<file path="src/rtl/eprom_prog_pkg.sv">
package eprom_prog_pkg;

    typedef enum logic [2:0] {
        OP_PROG_CODE = 3'd0,
        OP_VERIFY    = 3'd1,
        OP_PROG_ENC  = 3'd2,
        OP_LOCK1     = 3'd3,
        OP_LOCK2     = 3'd4,
        OP_LOCK3     = 3'd5,
        OP_READ_SIG  = 3'd6,
        OP_RSVD      = 3'd7
    } op_e;

    typedef enum logic [2:0] {
        ST_WARM,
        ST_IDLE,
        ST_SETUP,
        ST_LEAD,
        ST_PULSE,
        ST_TAIL,
        ST_HOLD,
        ST_FIN
    } st_e;

    localparam int N_OPS  = 8;
    localparam int MODE_W = 5;

    // Packed per op code, op 0 in the low bits.
    localparam logic [N_OPS*MODE_W-1:0] MODE_TABLE_DEF = {
        5'b00000,   // 7 reserved
        5'b00000,   // 6 signature
        5'b11101,   // 5 lock 3
        5'b11011,   // 4 lock 2
        5'b10111,   // 3 lock 1
        5'b11110,   // 2 encryption
        5'b00110,   // 1 verify
        5'b01110    // 0 program code
    };

    function automatic logic is_prog(op_e op);
        return (op == OP_PROG_CODE) || (op == OP_PROG_ENC) ||
               (op == OP_LOCK1) || (op == OP_LOCK2) || (op == OP_LOCK3);
    endfunction

    function automatic int max_int(int a, int b);
        return (a > b) ? a : b;
    endfunction

endpackage

</file>
<file path="src/rtl/eprom_mode_lut.sv">
module eprom_mode_lut #(
    parameter int MODE_W = 5,
    parameter int N_OPS  = 8,
    parameter logic [N_OPS*MODE_W-1:0] TABLE = '0,
    localparam int OP_W = $clog2(N_OPS)
) (
    input  logic [OP_W-1:0]   op,
    output logic [MODE_W-1:0] mode
);
    logic [MODE_W-1:0] entry [N_OPS];

    for (genvar g = 0; g < N_OPS; g++) begin : g_entry
        assign entry[g] = TABLE[g*MODE_W +: MODE_W];
    end

    assign mode = entry[op];
endmodule

</file>
<file path="src/rtl/eprom_phase_timer.sv">
module eprom_phase_timer #(
    parameter int CNT_W   = 8,
    parameter int RST_VAL = 0
) (
    input  logic             clk,
    input  logic             rst_n,
    input  logic             load,
    input  logic [CNT_W-1:0] load_val,
    output logic             last
);
    logic [CNT_W-1:0] cnt_d, cnt_q;

    always_comb begin
        cnt_d = cnt_q;
        if (load) begin
            cnt_d = load_val;
        end else if (cnt_q != '0) begin
            cnt_d = cnt_q - 1'b1;
        end
    end

    always_ff @(posedge clk or negedge rst_n) begin
        if (!rst_n) begin
            cnt_q <= CNT_W'(RST_VAL);
        end else begin
            cnt_q <= cnt_d;
        end
    end

    assign last = (cnt_q == '0);
endmodule

</file>
<file path="src/rtl/eprom_prog_seq.sv">
module eprom_prog_seq
    import eprom_prog_pkg::*;
#(
    parameter int ADDR_W     = 13,
    parameter int DATA_W     = 8,
    parameter int MODE_BITS  = MODE_W,
    parameter logic [N_OPS*MODE_BITS-1:0] MODE_TABLE = MODE_TABLE_DEF,
    parameter int ENC_MAX    = 63,
    parameter int WARM_CYC   = 16,
    parameter int SETUP_CYC  = 10,
    parameter int LEAD_CYC   = 2,
    parameter int PULSE_CYC  = 100,
    parameter int SETTLE_CYC = 10
) (
    input  logic              clk,
    input  logic              rst_n,
    input  logic              cmd_valid,
    output logic              cmd_ready,
    input  logic [2:0]        cmd_op,
    input  logic [ADDR_W-1:0] cmd_addr,
    input  logic [DATA_W-1:0] cmd_data,
    output logic              tgt_clk_en,
    output logic [ADDR_W-1:0] tgt_addr,
    output logic [DATA_W-1:0] tgt_data_out,
    output logic              tgt_data_oe,
    input  logic [DATA_W-1:0] tgt_data_in,
    output logic [MODE_BITS-1:0] tgt_mode,
    output logic              tgt_vpp_en,
    output logic              tgt_prog_n,
    output logic              rsp_done,
    output logic              rsp_err,
    output logic              rsp_pass,
    output logic [DATA_W-1:0] rsp_rdata
);
    localparam int MAX_CYC = max_int(max_int(max_int(WARM_CYC, SETUP_CYC),
                                     max_int(LEAD_CYC, PULSE_CYC)), SETTLE_CYC);
    localparam int CNT_W   = $clog2(MAX_CYC + 1);

    typedef struct packed {
        st_e                 st;
        op_e                 op;
        logic [ADDR_W-1:0]   addr;
        logic [DATA_W-1:0]   dout;
        logic [DATA_W-1:0]   expv;
        logic [MODE_BITS-1:0] mode;
        logic [DATA_W-1:0]   rval;
        logic                pass;
        logic                err;
        logic                clk_en;
    } regs_t;

    regs_t r_d, r_q;

    logic             tmr_load;
    logic [CNT_W-1:0] tmr_val;
    logic             tmr_last;
    logic [MODE_BITS-1:0] lut_mode;
    op_e              in_op;
    logic             in_bad;

    assign in_op  = op_e'(cmd_op);
    assign in_bad = (in_op == OP_RSVD) ||
                    ((in_op == OP_PROG_ENC) && (cmd_addr > ADDR_W'(ENC_MAX)));

    eprom_mode_lut #(
        .MODE_W (MODE_BITS),
        .N_OPS  (N_OPS),
        .TABLE  (MODE_TABLE)
    ) u_lut (
        .op   (cmd_op),
        .mode (lut_mode)
    );

    eprom_phase_timer #(
        .CNT_W   (CNT_W),
        .RST_VAL (WARM_CYC - 1)
    ) u_tmr (
        .clk      (clk),
        .rst_n    (rst_n),
        .load     (tmr_load),
        .load_val (tmr_val),
        .last     (tmr_last)
    );

    always_comb begin
        r_d      = r_q;
        r_d.clk_en = 1'b1;
        tmr_load = 1'b0;
        tmr_val  = '0;
        unique case (r_q.st)
            ST_WARM: begin
                if (tmr_last) r_d.st = ST_IDLE;
            end
            ST_IDLE: begin
                if (cmd_valid) begin
                    if (in_bad) begin
                        r_d.st  = ST_FIN;
                        r_d.err = 1'b1;
                    end else begin
                        r_d.st   = ST_SETUP;
                        r_d.err  = 1'b0;
                        r_d.op   = in_op;
                        r_d.addr = cmd_addr;
                        r_d.dout = cmd_data;
                        r_d.expv = cmd_data;
                        r_d.mode = lut_mode;
                        tmr_load = 1'b1;
                        tmr_val  = CNT_W'(SETUP_CYC - 1);
                    end
                end
            end
            ST_SETUP: begin
                if (tmr_last) begin
                    tmr_load = 1'b1;
                    if (is_prog(r_q.op)) begin
                        r_d.st  = ST_LEAD;
                        tmr_val = CNT_W'(LEAD_CYC - 1);
                    end else begin
                        r_d.st  = ST_HOLD;
                        tmr_val = CNT_W'(SETTLE_CYC - 1);
                    end
                end
            end
            ST_LEAD: begin
                if (tmr_last) begin
                    r_d.st   = ST_PULSE;
                    tmr_load = 1'b1;
                    tmr_val  = CNT_W'(PULSE_CYC - 1);
                end
            end
            ST_PULSE: begin
                if (tmr_last) begin
                    r_d.st   = ST_TAIL;
                    tmr_load = 1'b1;
                    tmr_val  = CNT_W'(LEAD_CYC - 1);
                end
            end
            ST_TAIL: begin
                if (tmr_last) begin
                    r_d.st   = ST_HOLD;
                    tmr_load = 1'b1;
                    tmr_val  = CNT_W'(SETTLE_CYC - 1);
                end
            end
            ST_HOLD: begin
                if (tmr_last) begin
                    r_d.st = ST_FIN;
                    if (!is_prog(r_q.op)) begin
                        r_d.rval = tgt_data_in;
                        r_d.pass = (r_q.op == OP_VERIFY) && (tgt_data_in == r_q.expv);
                    end
                end
            end
            ST_FIN: begin
                r_d.st  = ST_IDLE;
                r_d.err = 1'b0;
            end
            default: r_d.st = ST_IDLE;
        endcase
    end

    always_ff @(posedge clk or negedge rst_n) begin
        if (!rst_n) begin
            r_q    <= '0;
            r_q.st <= ST_WARM;
        end else begin
            r_q    <= r_d;
        end
    end

    assign cmd_ready    = (r_q.st == ST_IDLE);
    assign tgt_clk_en   = r_q.clk_en;
    assign tgt_addr     = r_q.addr;
    assign tgt_data_out = r_q.dout;
    assign tgt_mode     = r_q.mode;
    assign tgt_vpp_en   = (r_q.st == ST_LEAD) || (r_q.st == ST_PULSE) || (r_q.st == ST_TAIL);
    assign tgt_prog_n   = (r_q.st != ST_PULSE);
    assign tgt_data_oe  = is_prog(r_q.op) &&
                          (r_q.st inside {ST_SETUP, ST_LEAD, ST_PULSE, ST_TAIL, ST_HOLD});
    assign rsp_done     = (r_q.st == ST_FIN);
    assign rsp_err      = (r_q.st == ST_FIN) && r_q.err;
    assign rsp_pass     = r_q.pass;
    assign rsp_rdata    = r_q.rval;

    // strobe only at programming level
    a_r3_strobe_needs_vpp: assert property (@(posedge clk) disable iff (!rst_n)
        !tgt_prog_n |-> tgt_vpp_en);

    // high voltage rises ahead of the strobe and falls only after it ends
    a_r4_vpp_leads_strobe: assert property (@(posedge clk) disable iff (!rst_n)
        $rose(tgt_vpp_en) |-> tgt_prog_n);
    a_r4_vpp_trails_strobe: assert property (@(posedge clk) disable iff (!rst_n)
        $fell(tgt_vpp_en) |-> $past(tgt_prog_n));

    // readback sampled only at logic level, settled for a cycle
    a_r6_sample_at_logic: assert property (@(posedge clk) disable iff (!rst_n)
        (r_q.st == ST_HOLD && tmr_last && !is_prog(r_q.op))
        |-> (!tgt_vpp_en && !$past(tgt_vpp_en)));

    // pins frozen while a sequence runs
    a_r2_pins_stable: assert property (@(posedge clk) disable iff (!rst_n)
        ($past(r_q.st) inside {ST_SETUP, ST_LEAD, ST_PULSE, ST_TAIL, ST_HOLD})
        |-> ($stable(tgt_addr) && $stable(tgt_data_out) && $stable(tgt_mode)));

    // no command accepted without the target clock
    a_r1_ready_needs_clk: assert property (@(posedge clk) disable iff (!rst_n)
        cmd_ready |-> tgt_clk_en);

    // a rejection never raises the high voltage or strobes
    a_r8_reject_quiet: assert property (@(posedge clk) disable iff (!rst_n)
        rsp_err |-> (!tgt_vpp_en && tgt_prog_n && rsp_done));

    // idle means nothing driven toward the array
    a_r10_idle_quiet: assert property (@(posedge clk) disable iff (!rst_n)
        cmd_ready |-> (!tgt_vpp_en && !tgt_data_oe && tgt_prog_n));
endmodule

</file>
<file path="config.mk">
export PLATFORM = sky130hd
export DESIGN_NAME = eprom_prog_seq
export DESIGN_NICKNAME = d
export VERILOG_FILES = /design/src/rtl/eprom_prog_pkg.sv /design/src/rtl/eprom_mode_lut.sv /design/src/rtl/eprom_phase_timer.sv /design/src/rtl/eprom_prog_seq.sv
export SDC_FILE = /design/constraint.sdc
export NUM_CORES = 1
export LEC_CHECK = 0
export ABC_AREA = 1
export CAP_MARGIN = 0
export CORE_MARGIN = 4
export CORE_UTILIZATION = 35
export DETAILED_ROUTE_END_ITERATION = 16
export PLACE_DENSITY = 0.7
export SYNTH_ARGS = -nofsm -noshare
export SYNTH_HDL_FRONTEND = slang
export SYNTH_SLANG_ARGS = --single-unit
</file>
<file path="constraint.sdc">
create_clock -name clk -period 3.3 [get_ports clk]
set_input_delay 0.495 -clock clk [delete_from_list [all_inputs] [get_ports clk]]
set_output_delay 0.495 -clock clk [all_outputs]
set_load 0.03 [all_outputs]
</file>
==> flow_metrics.tcl <==
set metrics [dict create \
    antennaDiodeCount 0 \
    worst_slack_ps 729.2 \
    crit_buf_inv 2 \
    slew_headroom 0.4839 \
    grt_max_degree 36 \
    max-vdd-ir-drop_v 0.0001944 \
    syn_area_sq_um 2670 \
    post_cts_resized 0 \
    ys_warn_count 0 \
    drc 0 \
    cts_made_buffers 5 \
    grt_pass1_wl_mm 9.735 \
    cp_slowest_cell "clkdlybuf4s50_1" \
    tritoncts "done" \
    finalHoldViolations 0 \
    hpwl_mm 4.541 \
    postCtsHoldBufs 0 \
    gp_congestion 0.8374 \
    synth_seq_cells 50 \
    startpoint_type "register" \
    initial_core_util 0.3642 \
    crit_cells 5 \
    drive_gt1_frac 0.06995 \
    critPathArrivalTime_ps 2080 \
    grt_overflow 0 \
    clock_latency_ps 300 \
    avgSynthCellArea_sq_um 7.830 \
    clock.fmax_mhz 389.0 \
    final.setup.tns_ps 0 \
    fill_cells 707 \
    wl_per_cell_um 12.06 \
    rsz0062_at_grt "no" \
    critical_path_class "register to output port" \
    critical-path-top-delay-family "buffers and inverters" \
    crit_path_end_kind "output port" \
    critical_path.most_common_cell "a21oi_1" \
    dp.cells 477 \
    grt_pass1_vias 2132 \
    slowest_delay_ps 700 \
    finalCritPeriodShare 0.7790 \
    gr-usage-all-layers 0.1364 \
    synth.distinct_cells 27 \
    first_iter_violations 129 \
    hold_path.class "input port to asynchronous set/reset pin" \
    reg2reg_depth 7 \
    dp_slack_ps 813.3 \
    layout_commonest_cell "nand2_1" \
    cellPowerDensity_nw_per_um2 359.7 \
    antenna_left 0 \
    worstPathMaxFanout 3 \
    port_buffers 76 \
    clockBufferDepth 2 \
    htree_num_levels 2 \
    fin_skew_ps 7.206 \
    yosysSeqAreaShare 0.4705 \
    die_area_sq_um 9090 \
    numClockSinks 50 \
    syn_to_final_growth_pct 25.91 \
    row_count 31 \
    design_area_sq_um 3362 \
    finalCoreUtilization 0.4586 \
    final_nets 421 \
    crit_chain "nor3b_1 -> a21oi_1 -> inv_1 -> a21oi_1 -> clkdlybuf4s50_1" \
    dpl_cell_area_sq_um 3267 \
    p_leak_nw 1.631 \
    stdcell_count 485 \
    crit_required_ps 2800 \
    period_needed_ps 2571 \
    drtPass1Iterations 5 \
    antenna_found_initial 0 \
    viasPerCell 4.412 \
    clk_pin_slew_worst_paths_ps 90 \
    postCtsSetupBuffers 0 \
    final_max_slew_viol_count 0 \
    clock_tree.root_cell "clkbuf_8" \
    ios 77 \
    core_area_sq_um 7331 \
    setup_violations 0 \
    routed_wl_mm 5.851 \
    final_cell_mix "nand2_1 (121), clkdlybuf4s50_1 (75), dfrtp_1 (46)" \
    worstMarginPinSlew_ps 774.1 \
    die_y_um 95.34 \
    outcome "completed" \
    drv_cap 0 \
    die_w_um 95.34 \
    synth_nets 377 \
    vias 2140 \
    syn_inst 341 \
]
metrics by stage:
step                      total power, mW  hold WS, ps
after global placement             0.8527        469.1
final                               1.209        258.6
after CTS                           1.223        289.9
after global routing                1.265        315.5
after floorplan                    0.7708        199.4
after detailed placement           0.8543        469.4
state kept, by name, summed over array words and instances, names as in the netlist:
name         count
rsp_rdata        8
tgt_addr        13
tgt_clk_en       1
tgt_mode         5
rsp_pass         1
u_tmr.cnt_q      7
r_q             15
cells by family (layout without fill, tap and decap cells):
kind of cell             Yosys count  count (layout)  share of synthesized area
flip-flops                        50              50                     0.4705
adder cells (fa/ha/maj)            1               1                   0.004685
AO/OA/AOI/OAI                     29              29                    0.05435
AND/OR/NAND/NOR                  179             179                     0.2924
other                              1               1                   0.001404
buffers and inverters             76             121                     0.1603
XOR/XNOR                           5               5                    0.01640
cell type report:
class | count | area [sq um] | share of cell area
Clock inverter | 2 | 12.51 | 0.003722
Clock buffer | 6 | 82.58 | 0.02456
Timing Repair Buffer | 77 | 763.2 | 0.2270
Multi-Input combinational cell | 215 | 985.9 | 0.2933
Tap cell | 99 | 123.9 | 0.03684
Sequential cell | 50 | 1256 | 0.3736
Inverter | 36 | 137.6 | 0.04094
layer usage:
layer  vias up  GRT usage  wire length [um]
li1       1106          -                 -
met1       965     0.1728              2624
met2        61     0.2239              2720
met3         8    0.04420               431
met4         0    0.03606                74
met5         -          0                 0
synth_stat cells (all sizes together):
cell type / instances / area share
nand2: 121 / 0.17
dfrtp: 46 / 0.43
buf: 40 / 0.11
inv: 36 / 0.052
nor2: 28 / 0.047
o21ai: 24 / 0.045
nand3: 16 / 0.038
a21oi: 5 / 0.0094
nor3: 5 / 0.013
xnor2: 5 / 0.016
dfstp: 4 / 0.039
nand4: 3 / 0.0070
nor3b: 2 / 0.0056
nor4: 2 / 0.0047
conb: 1 / 0.0014
ha: 1 / 0.0047
nand3b: 1 / 0.0042
or2: 1 / 0.0023
power by group:
part | switching, mW | total (mW) | leakage, nW | internal (mW)
registers | 0.0153 | 0.651 | 0.592 | 0.636
logic | 0.100 | 0.189 | 0.991 | 0.0886
clock network | 0.201 | 0.370 | 0.0472 | 0.169
total | 0.316 | 1.21 | 1.63 | 0.893
final timing paths:
check,start,to,slack (ps)
setup / recovery,r_q[45]$_DFFE_PN0P_,tgt_data_oe,730
hold / removal,rst_n,rsp_rdata[2]$_DFFE_PN0P_,260
setup reg to reg,r_q[49]$_DFFE_PN0P_,tgt_mode[0]$_DFFE_PN0P_,1430
hold reg to reg,rsp_rdata[6]$_DFFE_PN0P_,rsp_rdata[6]$_DFFE_PN0P_,490
max in group asynchronous,rst_n,tgt_addr[1]$_DFFE_PN0P_,2310
min in group clk,rsp_rdata[6]$_DFFE_PN0P_,rsp_rdata[6]$_DFFE_PN0P_,490
Power figures use the tool's default switching activity.
